==> src/rtl/pm_sleep_pkg.sv <==
package pm_sleep_pkg;
  localparam int DATA_W = 8;
  localparam int ADDR_W = 2;

  typedef enum logic [ADDR_W-1:0] {
    REG_CTRL  = 2'd0,
    REG_SLEEP = 2'd1,
    REG_STAT  = 2'd2,
    REG_WEN   = 2'd3
  } reg_addr_e;

  localparam int CTRL_TRAP_BIT  = 0;
  localparam int CTRL_WSEL_BIT  = 1;
  localparam int CTRL_PLL_BIT   = 7;
  localparam int SLEEP_GO_BIT   = 7;
  localparam int STAT_WAKE_BIT  = 0;
  localparam int STAT_SLP_BIT   = 1;
  localparam int NUM_STAT       = 2;

  typedef struct packed {
    logic pll;
    logic wsel;
    logic trap;
  } ctrl_t;
endpackage

==> src/rtl/pm_por_edge.sv <==
module pm_por_edge (
  input  logic clk_i,
  input  logic rst_ni,
  input  logic por_ni,
  output logic fall_o
);
  logic [1:0] sync_q;
  logic       prev_q;

  // reset to the deasserted (high) level so no edge appears at release
  always_ff @(posedge clk_i or negedge rst_ni) begin
    if (!rst_ni) begin
      sync_q <= 2'b11;
      prev_q <= 1'b1;
    end else begin
      sync_q <= {sync_q[0], por_ni};
      prev_q <= sync_q[1];
    end
  end

  assign fall_o = prev_q & ~sync_q[1];
endmodule

==> src/rtl/pm_status.sv <==
module pm_status #(
  parameter int N = 2
) (
  input  logic         clk_i,
  input  logic         rst_ni,
  input  logic [N-1:0] set_i,
  input  logic [N-1:0] clr_i,
  output logic [N-1:0] q_o
);
  for (genvar i = 0; i < N; i++) begin : g_bit
    always_ff @(posedge clk_i or negedge rst_ni) begin
      if (!rst_ni)       q_o[i] <= 1'b0;
      else if (set_i[i]) q_o[i] <= 1'b1;  // set beats clear
      else if (clr_i[i]) q_o[i] <= 1'b0;
    end
  end
endmodule

==> src/rtl/pm_cfg_regs.sv <==
module pm_cfg_regs
  import pm_sleep_pkg::*;
#(
  parameter int NUM_WAKE  = 4,
  parameter int SLP_TYP_W = 3
) (
  input  logic                 clk_i,
  input  logic                 rst_ni,
  input  logic                 wr_ctrl_i,
  input  logic                 wr_sleep_i,
  input  logic                 wr_wen_i,
  input  logic [DATA_W-1:0]    wdata_i,
  output ctrl_t                ctrl_o,
  output logic [SLP_TYP_W-1:0] sleep_type_o,
  output logic [NUM_WAKE-1:0]  wake_en_o,
  output logic                 go_wr_o,
  output logic                 sleep_req_o
);
  assign go_wr_o = wr_sleep_i & wdata_i[SLEEP_GO_BIT];

  always_ff @(posedge clk_i or negedge rst_ni) begin
    if (!rst_ni) begin
      ctrl_o       <= '0;
      sleep_type_o <= '0;
      wake_en_o    <= '0;
      sleep_req_o  <= 1'b0;
    end else begin
      if (wr_ctrl_i) begin
        ctrl_o.trap <= wdata_i[CTRL_TRAP_BIT];
        ctrl_o.wsel <= wdata_i[CTRL_WSEL_BIT];
        ctrl_o.pll  <= wdata_i[CTRL_PLL_BIT];
      end
      if (wr_sleep_i) sleep_type_o <= wdata_i[SLP_TYP_W-1:0];
      if (wr_wen_i)   wake_en_o    <= wdata_i[NUM_WAKE-1:0];
      sleep_req_o <= go_wr_o & ~ctrl_o.trap;
    end
  end
endmodule

==> src/rtl/pm_sleep_trap.sv <==
module pm_sleep_trap
  import pm_sleep_pkg::*;
#(
  parameter int NUM_WAKE  = 4,
  parameter int SLP_TYP_W = 3
) (
  input  logic                 clk_i,
  input  logic                 rst_ni,
  input  logic                 req_i,
  input  logic                 we_i,
  input  logic [ADDR_W-1:0]    addr_i,
  input  logic [DATA_W-1:0]    wdata_i,
  output logic [DATA_W-1:0]    rdata_o,
  input  logic                 por_ni,
  input  logic [NUM_WAKE-1:0]  wake_i,
  output logic                 sleep_req_o,
  output logic [SLP_TYP_W-1:0] sleep_type_o,
  output logic                 smi_o,
  output logic                 pll_pwr_o
);
  localparam int WPAD = DATA_W - NUM_WAKE;
  localparam int TPAD = DATA_W - SLP_TYP_W;

  logic                wr, rd;
  logic                wr_ctrl, wr_sleep, wr_stat, wr_wen;
  ctrl_t               ctrl_q;
  logic [NUM_WAKE-1:0] wake_en;
  logic                go_wr, trap_en, por_fall, wake_hit;
  logic [NUM_STAT-1:0] stat_set, stat_clr, stat_q;

  assign wr       = req_i & we_i;
  assign rd       = req_i & ~we_i;
  assign wr_ctrl  = wr & (addr_i == REG_CTRL);
  assign wr_sleep = wr & (addr_i == REG_SLEEP);
  assign wr_stat  = wr & (addr_i == REG_STAT);
  assign wr_wen   = wr & (addr_i == REG_WEN);

  pm_cfg_regs #(.NUM_WAKE(NUM_WAKE), .SLP_TYP_W(SLP_TYP_W)) i_cfg (
    .clk_i        (clk_i),
    .rst_ni       (rst_ni),
    .wr_ctrl_i    (wr_ctrl),
    .wr_sleep_i   (wr_sleep),
    .wr_wen_i     (wr_wen),
    .wdata_i      (wdata_i),
    .ctrl_o       (ctrl_q),
    .sleep_type_o (sleep_type_o),
    .wake_en_o    (wake_en),
    .go_wr_o      (go_wr),
    .sleep_req_o  (sleep_req_o)
  );

  pm_por_edge i_por (
    .clk_i  (clk_i),
    .rst_ni (rst_ni),
    .por_ni (por_ni),
    .fall_o (por_fall)
  );

  assign wake_hit = ctrl_q.wsel & |(wake_i & wake_en);

  always_comb begin
    stat_set                = '0;
    stat_set[STAT_WAKE_BIT] = por_fall | wake_hit;
    stat_set[STAT_SLP_BIT]  = go_wr;
    stat_clr                = {NUM_STAT{wr_stat}} & wdata_i[NUM_STAT-1:0];
  end

  pm_status #(.N(NUM_STAT)) i_stat (
    .clk_i  (clk_i),
    .rst_ni (rst_ni),
    .set_i  (stat_set),
    .clr_i  (stat_clr),
    .q_o    (stat_q)
  );

  assign trap_en   = ctrl_q.trap;
  assign smi_o     = stat_q[STAT_SLP_BIT] & trap_en;
  assign pll_pwr_o = ctrl_q.pll;

  always_comb begin
    rdata_o = '0;
    if (rd) begin
      unique case (addr_i)
        REG_CTRL: begin
          rdata_o[CTRL_TRAP_BIT] = ctrl_q.trap;
          rdata_o[CTRL_WSEL_BIT] = ctrl_q.wsel;
          rdata_o[CTRL_PLL_BIT]  = ctrl_q.pll;
        end
        REG_SLEEP: rdata_o = {{TPAD{1'b0}}, sleep_type_o};
        REG_STAT:  rdata_o[NUM_STAT-1:0] = stat_q;
        REG_WEN:   rdata_o = {{WPAD{1'b0}}, wake_en};
        default:   rdata_o = '0;
      endcase
    end
  end
endmodule

==> config.mk <==
export PLATFORM = sky130hd
export DESIGN_NAME = pm_sleep_trap
export DESIGN_NICKNAME = d
export VERILOG_FILES = /design/src/rtl/pm_sleep_pkg.sv /design/src/rtl/pm_por_edge.sv /design/src/rtl/pm_status.sv /design/src/rtl/pm_cfg_regs.sv /design/src/rtl/pm_sleep_trap.sv
export SDC_FILE = /design/constraint.sdc
export NUM_CORES = 1
export LEC_CHECK = 0
export BUFFER_PORTS_ARGS = -buffer_cell sky130_fd_sc_hd__buf_2
export CAP_MARGIN = 40
export CORE_MARGIN = 2
export CORE_UTILIZATION = 45
export DETAILED_ROUTE_END_ITERATION = 12
export PLACE_DENSITY_LB_ADDON = 0.3
export SETUP_SLACK_MARGIN = 0.3
export SLEW_MARGIN = 0
export SYNTH_ARGS = -nofsm -noshare
export SYNTH_HDL_FRONTEND = slang
export SYNTH_SLANG_ARGS = --single-unit
==> constraint.sdc <==
create_clock -name clk_i -period 1.44 [get_ports clk_i]
set_input_delay 0.072 -clock clk_i [delete_from_list [all_inputs] [get_ports clk_i]]
set_output_delay 0.072 -clock clk_i [all_outputs]
set_load 0.01 [all_outputs]
==> results of run 1 <==
## per-layer routing
| metal | routed length, microns | track usage (%) |
|---|---|---|
| met1 | 671 | 24.0 |
| met2 | 853 | 27.9 |
| met3 | 89 | 3.57 |
| met4 | 0 | 8.82 |
| met5 | 0 | 0 |
## what timing repair did
action                                  in CTS  in global routing
hold buffers                                 2                  0
gates resized for setup                      3                  3
endpoints found under the hold margin       17                  0
pin swaps                                    2                  0
buffers inserted                             7                  1
endpoints found under the setup margin       3                  5
## cell type report
type                    count  area, sq um  area share (%)
flip-flops and latches     16          404            39.0
inverters                   1         3.75           0.362
well taps                  17         21.3            2.05
repair buffers             36          226            21.8
multi-input cells          41          345            33.3
clock buffers               4         36.3            3.50
## worst max-delay path: cells and delay by family, from the launching register on
family | cells | cell delay (ns)
buf+inv | 1 | 0.11
flops | 1 | 0.39
mux | 1 | 0.46
simple gates | 1 | 0.17
## logic make-up (layout without fill, tap and decap cells)
logic type	Yosys count	count (layout)
AO/OA/AOI/OAI	7	7
multiplexers	13	13
flip-flops	16	16
AND/OR/NAND/NOR	18	18
buffers and inverters	6	41
other	1	3
## worst paths after layout
check / end / slack (ns)
min in group asynchronous: i_cfg.ctrl_o[0] / 0.21
setup reg to reg: i_stat.q_o[0] / 0.16
hold reg to reg: i_por.sync_q[1] / 0.36
max in group asynchronous: i_por.prev_q / 0.92
setup / recovery: rdata_o[0] / -0.05
hold / removal: i_cfg.wake_en_o[3] / 0.02
## power groups by stage
stage	Combinational [W]	Clock (W)	Sequential (W)
after CTS	0.000295	0.000301	0.000562
after detailed placement	0.000222	0	0.000582
after floorplan	0.000136	0	0.000579
final	0.000314	0.000295	0.000561
after global placement	0.000213	0	0.000578
after global routing	0.000340	0.000323	0.000572
## cell usage after synthesis (all sizes together) (2+ instances only)
cell	instances	share of area, %
a22oi	2	1.9
and2	3	2.4
buf	5	5.8
dfrtp	13	42
dfstp	3	10
mux2	10	14
mux4	2	5.8
nand2	4	1.9
nor2	3	1.4
## flip-flops by register name (all words and copies together), names as in the netlist
signal and flops:
i_por.sync_q 2, i_cfg.wake_en_o 4, i_cfg.ctrl_o 3, i_por.prev_q 1, i_cfg.sleep_type_o 3, i_stat.q_o 2, i_cfg.sleep_req_o 1
## through the flow
step           TNS [ns]  area (sq um)  utilization, %
3_3_place_gp          0           895            53.6
6_report        -0.0893          1040            62.1
2_1_floorplan         0           788               -
3_5_place_dp          0           895            53.6
4_1_cts          -0.110          1020            60.9
5_1_grt          -0.191          1040            62.1
==> results list, run 1 <==
- Of the total synthesized cell area, the portion taken by AND, OR, NAND and NOR gates is 13.3%.
- Clk network pwr share: about a quarter
- Setup violations remaining at the end of the flow were counted as 2.
- Vias in the first global route: approximately 560
- In this run the core area contains 15 standard-cell rows.
- In this run, synthesis inferred 0 flip-flops with an integrated enable.
* Sequential share of the synthesized area: between 50% and 60%
- Compared with the post-synthesis result, the final layout area differs by 32.9%.
- Of the total power, registers draw between 40% and 50%.
- Synthesized instance count: 61
- Worst Setup Start Kind: flop
- Skew-Pair Late Insertion Delay: around 0.28 ns
- The initial antenna violation count is 0.
- Minimum period implied by the final worst setup slack: approximately 1.5 ns
- The clock arrives with 0.00788 ns of skew.
- Entering global routing, the biggest net connects 17 pins.
* Maximum single-stage delay on the critical path: 0.46 ns
- Using the TritonRoute via totals, the vias-per-cell ratio works out to around 5.3.
* Pre-CTS setup slack: between 0.2 and 0.25 ns
* Routed wire length: around 1600 microns
* Post-Syn Area per Cell: 12.8 sq um
- Worst min-delay path category: input port to flop
- Initial standard-cell utilization of the core: between 40% and 50%
- Internal power: 0.000860 W
- Net switching power: between 0.0003 and 0.0004 W
* Share of async-settable or async-resettable flops after synthesis: between 90% and 100%
- Drt drc: 0
* Post-synthesis share of cell area spent on xor and xnor gates: 0%
* Required @ worst endpoint: between 1 and 1.5 ns
- Min Hold Slack: around 0.019 ns
* Leading cell types in the layout, fill and taps excluded: buf_2 (24), dfrtp_1 (13), mux2_2 (10)
* Remaining global-route overflow: 0
- Yosys printed 0 warnings.
- Height of the die: about 46 microns
* Cells along the critical path: mux4_2 -> and2_4 -> buf_6
* Critical path fanouts, max: 2
* Share of cells above drive strength 1: 58.2%
- Library cells used by synthesis: 26
- Clock tree synthesis inserted a total of 3 buffers.
- Flops & latches, synth: 16
- For this run, the leading register cell type out of synthesis is dfrtp_1.
- # H-tree levels: 1
* Final std cells w/o fill: about 120
- Post-DP HPWL: approximately 1200 microns
- Worst setup startpoint: i_cfg.wake_en_o[0]
- The final number of hold-violating endpoints was 0.
- Net switching is 26.4% of the power.
- Worst Hold Launch: wdata_i[3]
- The root buffer cell chosen for the clock tree is clkbuf_4.
- In this run, placement finished with an instance count of a little over 100.
- Violated checks: negative setup slack
- In the post-route analysis, the smallest setup slack over all paths is -0.0491 ns.
- Final critical-path share of the clock period: 103%
* CP endpoint kind: output pin
* Count of buffers inserted at the top-level ports: 26
- Counting along the longest clock path gives a buffer depth of 2.
* Depth of the worst register-to-register path: 5
* Clk sink count: 16
- Floorplan die area: around 2100 sq um
- Clock slew at reported path FFs: about 0.10 ns
- Post-synthesis adder-cell area fraction: 0%
- Total standard cell area after synthesis: roughly 780 sq um
- The worst hold path passes through 2 cells.
* Fillers: 128
- Crit-path slowest cell: mux4_2
* Post-detailed-route count of antenna-violating nets: 0
- The core region is ~1700 sq um.
* Peak VDD IR: between 700 and 800 uV
* Width of the chip: roughly 46 microns
- Max-cap viol count: 0
* Max Slew Vio Count: 0
- Detailed routing inserted a total of roughly 610 vias.
- Comb power frac: a little over a quarter
* Number of top-level design ports: 33
- TritonCTS built the clock tree.
* Count of antenna diodes in the layout: 0
* Achievable clock frequency: about 670 MHz
* Pwr/cell area: 1130 nW/um^2
- Total Power Consumption: roughly 0.0012 W
- Dividing the detail-routed wire length by the instance count gives roughly 14 microns.
- The first detailed-routing pass ran for 4 iterations.
- Static leakage power: just over 0.5 nW
- Status: finished with violations
- After synthesis, the share of cell area in mux cells is between 20% and 30%.
- The worst setup path is of the flop to output pin kind.
- Most frequent standard cell in the layout excluding fill and tap cells: buf_2
- By area, the combinational part of the netlist is dominated by multiplexers.
* Layout net count: 118
- Unrepaired setup endpoints after global routing: yes
- In this run, the number of DRC markers left after iteration 0 of detailed routing was 11.
* Overall routing resource usage: between 15 and 20%
* Share of the synthesized area in compound gates (AO/OA/AOI/OAI): 6.73%
- Placer congestion estimate: 0.758
* Arrival time of data at the critical path endpoint: 1.42 ns
- The first global-routing pass estimated roughly 2500 microns of wire.
* Reg-to-reg critical path startpoint: i_cfg.wake_en_o[0]
No activity file was read; power rests on OpenSTA's default activity.
==> run 2, diff against run 1 <==
--- a/config.mk
+++ b/config.mk
@@ -11,6 +11,7 @@
 export CORE_UTILIZATION = 45
 export DETAILED_ROUTE_END_ITERATION = 12
 export PLACE_DENSITY_LB_ADDON = 0.3
+export REMOVE_ABC_BUFFERS = 1
 export SETUP_SLACK_MARGIN = 0.3
 export SLEW_MARGIN = 0
 export SYNTH_ARGS = -nofsm -noshare
==> run 2 against run 1 <==
Effect of this change: the run still ends with negative setup slack left; clock skew grew 0.0050 ns; die area unchanged; register-to-register slack improved by 0.03 ns; power down 4.4%; combinational power is essentially flat; design area fell by 0.84%; sequential power is essentially flat; global-route usage barely moved; first-iteration DRC count fell by 45%; largest power group unchanged; highest routed layer is now met4.
==> results list, run 2 (synthesis gave the netlist of run 1 again) <==
- The run finished, with violations left.
* Violated checks: negative setup slack
- The worst register-to-register path begins at i_cfg.wake_en_o[0].
- Clock Root Buffer: clkbuf_4
- The die extent in x is 45.7 microns (unchanged).
* Leading cell types in the layout, fill and taps excluded: buf_2 (26), dfrtp_1 (13), mux2_2 (10)
* Depth of the worst register-to-register path: 5 (unchanged)
* DP Area: 895 sq um (unchanged)
- The boundary pin count is 33 (unchanged).
* Clock slew at reported path FFs: 0.08 ns (-0.02 ns)
- Arrival time of data at the critical path endpoint: 1.41 ns (about the same)
* First-pass GRT wire length: 2500 microns (-1.4%)
- The aggregate routed wire length was 1610 microns (-0.31%).
- Pwr/cell area: 1090 nW/um^2 (-3.6%)
* Skew-Pair Late Insertion Delay: 0.29 ns (about the same)
- Max-cap viol count: 0 (unchanged)
- The final number of hold-violating endpoints came to 0 (unchanged).
- Synth-to-layout area growth: 31.7%
- Height of the die: 45.7 microns (unchanged)
- The highest ir drop seen on vdd was 751 uV (-1.3%).
- Total CTS buffers: 3 (unchanged)
* Setup slack of the worst register-to-register path: 0.19 ns (+0.03 ns)
* Iter 0 DRT Violations: 6 (-5)
- The remaining number of nets flagged by the antenna check after routing is 0 (unchanged).
* Worst min-delay path category: input port to flop
* Drt drc: 0 (unchanged)
- The detailed placement HPWL is 1120 microns (-4.5%).
- Core area: 1670 sq um (unchanged)
- Fin Clk Skew: 0.0129 ns (+0.00505 ns)
* Most flops, register: i_cfg.wake_en_o
- STA classifies the critical path endpoint as an output pin.
* Remaining global-route overflow: 0 (unchanged)
- Max Slew Vio Count: 0 (unchanged)
- The number of nets in the final layout is 120 (+1.7%).
* Most frequent standard cell in the layout excluding fill and tap cells: buf_2
- Worst setup startpoint: i_cfg.wake_en_o[0]
- Vias in the first global route: 565 (+1.4%)
- The startpoint identified for the worst hold timing path is wdata_i[3].
- Static leakage power: 0.505 nW (about the same)
* Final critical-path share of the clock period: 103% (-0.60 points)
* Largest register FFs: 4 (unchanged)
- The number of diodes added for antenna fixing was 0 (unchanged).
- Maximum clock path buffer count: 2 (unchanged)
* Largest registers in the final layout: i_cfg.wake_en_o (4), i_cfg.ctrl_o (3), i_cfg.sleep_type_o (3)
* Worst Setup Start Kind: flop
- The upper clock frequency limit is 675 MHz (+0.58%).
- Count of buffers inserted at the top-level ports: 26 (unchanged)
- The row count came to 15 (unchanged).
* Setup Crit Path Kind: flop to output pin
* # H-tree levels: 1 (unchanged)
- The die footprint is 2080 sq um (unchanged).
- Vias per cell: 5.31 (+0.72%)
- Largest net degree at the start of global routing: 17 (unchanged)
- Overall routing resource usage: 18.0% (about the same)
* Routed length per placed instance: 13.8 microns (-2.0%)
- Pre-CTS setup slack: 0.224 ns (-0.0126 ns)
* Number of antenna violations at the first check in global routing: 0 (unchanged)
- The path with the worst hold slack has its endpoint at i_cfg.wake_en_o[3].
* Setup WS post-layout: -0.0405 ns (+0.00861 ns)
- Cell area after layout: 1030 sq um (-0.84%)
- The number of detailed-routing iterations run before antenna repair came to 4 (unchanged).
- Number of cells on the worst hold path: 2 (unchanged)
* Clk sink count: 16 (unchanged)
- Initial standard-cell utilization of the core: 46.7% (unchanged)
- Minimum period implied by the final worst setup slack: 1.48 ns (-0.00861 ns)
- Clock tree from TritonCTS: built
- Share of cells above drive strength 1: 56.0% (-2.2 points)
- Required @ worst endpoint: 1.37 ns (about the same)
- The largest fanout on the critical path came to 2 (unchanged).
- The final setup violation count was 2 (unchanged).
* Placer congestion estimate: 0.847 (+12%)
* Unrepaired setup endpoints after global routing: yes
- Vias post-DR: 621 (+2.5%)
- Capture point of the worst reg-to-reg path: i_stat.q_o[0]
## run 2: cell count changes in the layout (fill, tap and decap cells not counted), sizes merged
cell / change
buf: +2
## run 2: critical path, cell delays in order (launching register included)
cell,delay [ns]
dfrtp_1,0.39
mux4_2,0.47
and2_1,0.14
buf_2,0.13
## run 2: layer usage
metal  part of all wire (%)  global-route usage, %  routed length (microns)
met1                     42                   22.5                      679
met2                     47                   28.7                      757
met3                    7.5                   7.14                      121
met4                    3.2                   5.29                       51
met5                      0                      0                        0
## run 2: worst max-delay path by stage
stage	slack (ns)	cells past startpoint	endpoint
2_1_floorplan	0.33	3	i_stat.q_o[0]
5_1_grt	-0.10	3	rdata_o[0]
6_report	-0.04	3	rdata_o[0]
3_5_place_dp	0.22	3	rdata_o[0]
3_3_place_gp	0.23	3	rdata_o[0]
4_1_cts	-0.05	3	rdata_o[0]
## run 2: timing repair
item                                    4_1_cts  5_1_grt
hold buffers                                  2        0
resized for setup                             1        2
endpoints found under the hold margin        17        0
buffers inserted                              8        2
endpoints found under the setup margin        3        5
pin swaps                                     3        0
## run 2: power by group
group	leakage [nW]	internal [W]	switching, W	total (W)
Combinational	0.302	0.000190	0.000126	0.000315
Sequential	0.188	0.000521	0.0000398	0.000561
Clock	0.0150	0.000108	0.000134	0.000242
Total	0.505	0.000818	0.000300	0.00112
## run 2: area by class of cell
| type | count | area (sq um) |
|---|---|---|
| multi-input cells | 41 | 340 |
| repair buffers | 38 | 233 |
| inverters | 1 | 3.75 |
| well taps | 17 | 21.3 |
| flip-flops and latches | 16 | 404 |
| clock buffers | 4 | 26.3 |
| fillers | 139 | 642 |
## run 2: through the flow
step / total power [W] / TNS [ns] / hold WS, ns / util, % / cells
2_1_floorplan: 0.000697 / 0 / -0.224 / - / 58
3_3_place_gp: 0.000792 / 0 / -0.00324 / 53.6 / 101
3_5_place_dp: 0.000801 / 0 / -0.00145 / 53.6 / 101
4_1_cts: 0.00110 / -0.0908 / 0.0154 / 60.2 / 115
5_1_grt: 0.00119 / -0.180 / 0.00813 / 61.6 / 117
6_report: 0.00112 / -0.0656 / 0.0212 / 61.6 / 117
==> run 3, diff against run 2 <==
--- a/config.mk
+++ b/config.mk
@@ -11,6 +11,7 @@
 export CORE_UTILIZATION = 45
 export DETAILED_ROUTE_END_ITERATION = 12
 export PLACE_DENSITY_LB_ADDON = 0.3
+export RECOVER_POWER = 100
 export REMOVE_ABC_BUFFERS = 1
 export SETUP_SLACK_MARGIN = 0.3
 export SLEW_MARGIN = 0
==> run 3 against run 2 <==
Effect of this change: the flow still finishes with violations (negative setup slack); sequential share of layout area grew 0.29 points; critical path depth did not move; cell count unchanged; setup slack got worse by 0.0036 ns; fmax down 0.24%; core utilization decreased by 0.45 points; clock-buffer cell count unchanged; sequential power barely moved; routed wire length grew 0.25%; worst hold slack about the same; combinational power decreased by 3%; first-iteration DRC count unchanged.
==> results list, run 3 (synthesis gave the netlist of run 1 again) <==
- Height of the die: 45.7 microns (unchanged)
* Clock slew at reported path FFs: 0.08 ns (about the same)
- The remaining global-route overflow came to 0 (unchanged).
* CP endpoint kind: output pin
- Utilization after layout: 61.1% (-0.45 points)
* Count of endpoints failing hold in the final timing report: 0 (unchanged)
- # H-tree levels: 1 (unchanged)
- Final critical-path share of the clock period: 103% (+0.25 points)
- The data required time of the critical path was 1.37 ns (about the same).
- Most frequent standard cell in the layout excluding fill and tap cells: buf_2
- Width of the chip: 45.7 microns (unchanged)
* Sum of buffers and inverters on the critical path: 1 (unchanged)
- Critical path fanouts, max: 2 (unchanged)
- Drt drc: 0 (unchanged)
- The post-route worst setup slack came to -0.0441 ns (-0.00361 ns).
- Worst Setup Start Kind: flop
* Vias in the first global route: 565 (unchanged)
- The core area is 1670 sq um (unchanged).
* Largest registers in the final layout: i_cfg.wake_en_o (4), i_cfg.ctrl_o (3), i_cfg.sleep_type_o (3)
- Max Slew Vio Count: 0 (unchanged)
- The upper clock frequency limit is 674 MHz (-0.24%).
- The setup path with the least slack is of type flop to output pin.
- Max-cap viol count: 0 (unchanged)
- Largest delay share family, worst path: multiplexers
* Violated checks: negative setup slack
* Largest register FFs: 4 (unchanged)
* Final setup TNS: -0.0693 ns (-0.00366 ns)
- Maximum clock path buffer count: 2 (unchanged)
- The average detailed-routed wire length per instance was 13.8 microns (+0.25%).
* Count of buffers inserted at the top-level ports: 26 (unchanged)
- Overall routing resource usage: 18.0% (unchanged)
- The overall power of the completed layout was 0.00111 W (-0.76%).
- Fin Clk Skew: 0.0130 ns (+0.0000496 ns)
* Vias per cell: 5.36 (+0.97%)
- At the pin with the least slew margin, the transition time is around 0.83 ns.
- Unrepaired setup endpoints after global routing: yes
- Placed cells: 101 (unchanged)
- The effective utilization at floorplan was 46.7% (unchanged).
- The remaining number of nets flagged by the antenna check after routing was 0 (unchanged).
* Peak VDD IR: 752 uV (+0.12%)
- The aggregate routed wire length is 1610 microns (+0.25%).
- Synth-to-layout area growth: 30.8%
* Relative max-transition margin: 44.9%
- The number of vias after detailed routing is 627 (+0.97%).
* Cell row count: 15 (unchanged)
- The boundary pin count came to 33 (unchanged).
- The final critical-path required period is 1.48 ns (+0.00361 ns).
* First drt pass iteration count: 4 (unchanged)
- The final cell count without fillers was 117 (unchanged).
- Skew-Pair Late Insertion Delay: 0.29 ns (about the same)
- Min Hold Slack: 0.0213 ns (+0.0000534 ns)
* Floorplan die area: 2080 sq um (unchanged)
- Clock tree from TritonCTS: built
- Most flops, register: i_cfg.wake_en_o
- Leading cell types in the layout, fill and taps excluded: buf_2 (23), dfrtp_1 (13), mux2_2 (10)
- The delay of the slowest cell on the worst path is 0.47 ns (about the same).
* First-pass GRT wire length: 2500 microns (unchanged)
* Placer congestion estimate: 0.847 (unchanged)
* Share of cells above drive strength 1: 51.0% (-5.0 points)
* Crit-path slowest cell: mux4_2
* Number of antenna violations at the first check in global routing: 0 (unchanged)
- Worst min-delay path category: input port to flop
- The standby leakage power was 0.490 nW (-2.9%).
- The number of buffers created by CTS came to 3 (unchanged).
- Number of failing setup endpoints in the final timing report: 2 (unchanged)
- Fillers: 142 (+2.2%)
* Pwr/cell area: 1090 nW/um^2 (about the same)
* Status: finished with violations
- CTS placed an instance of clkbuf_4 at the clock tree root.
- The pin count of the biggest net entering global routing came to 17 (unchanged).
- Arrival time of data at the critical path endpoint: 1.41 ns (about the same)
- Iter 0 DRT Violations: 6 (unchanged)
- Count of antenna diodes in the layout: 0 (unchanged)
- Cells along the critical path: mux4_2 -> and2_1 -> buf_2
* Layout net count: 120 (unchanged)
- The detailed placement HPWL was 1120 microns (unchanged).
- Clk sink count: 16 (unchanged)
## run 3: through the flow
stage	setup WS (ns)	instance area, sq um
2_1_floorplan	0.330	743
3_3_place_gp	0.234	895
3_5_place_dp	0.224	895
4_1_cts	-0.0489	1010
5_1_grt	-0.104	1020
6_report	-0.0441	1020
## run 3: cell type report
type                       instances  area (sq um)  area share, %
inverter                           1          3.75          0.368
multi-input combinational         41           340           33.3
tap                               17          21.3           2.08
sequential                        16           404           39.6
timing repair buffer              38           225           22.1
clock buffer                       4          26.3           2.57
## run 3: path summary, 6_finish.rpt
path / startpoint / to / slack [ns] / cells after the start
worst max-delay path: i_cfg.wake_en_o[0] / rdata_o[0] / -0.04 / 3
worst min-delay path: wdata_i[3] / i_cfg.wake_en_o[3] / 0.02 / 2
worst max register to register: i_cfg.wake_en_o[0] / i_stat.q_o[0] / 0.18 / 5
worst min register to register: i_por.sync_q[0] / i_por.sync_q[1] / 0.37 / 0
max in group asynchronous: rst_ni / i_cfg.sleep_type_o[0] / 0.53 / 2
min in group asynchronous: rst_ni / i_cfg.ctrl_o[2] / 0.39 / 2
## run 3: routing by layer
metal  vias up  share of wire, %  wire length, microns  GRT usage (%)
li1        290                 -                     -              -
met1       299                41                   668           22.5
met2        32                48                   770           28.7
met3         6               8.1                   130           7.14
met4         0               2.7                    44           5.29
met5         -                 0                     0              0
## run 3: power breakdown
part	internal [W]	switching (W)	total, W
combinational	0.000181	0.000126	0.000307
clock	0.000108	0.000134	0.000242
sequential	0.000520	0.0000403	0.000561
total	0.000809	0.000300	0.00111
## run 3: what timing repair did
action,4_1_cts,5_1_grt
pin swaps,3,0
hold endpoints to repair,17,0
endpoints found under the setup margin,3,5
cloned,0,0
hold buffers,2,0
setup buffers,8,2
gates resized for setup,1,2
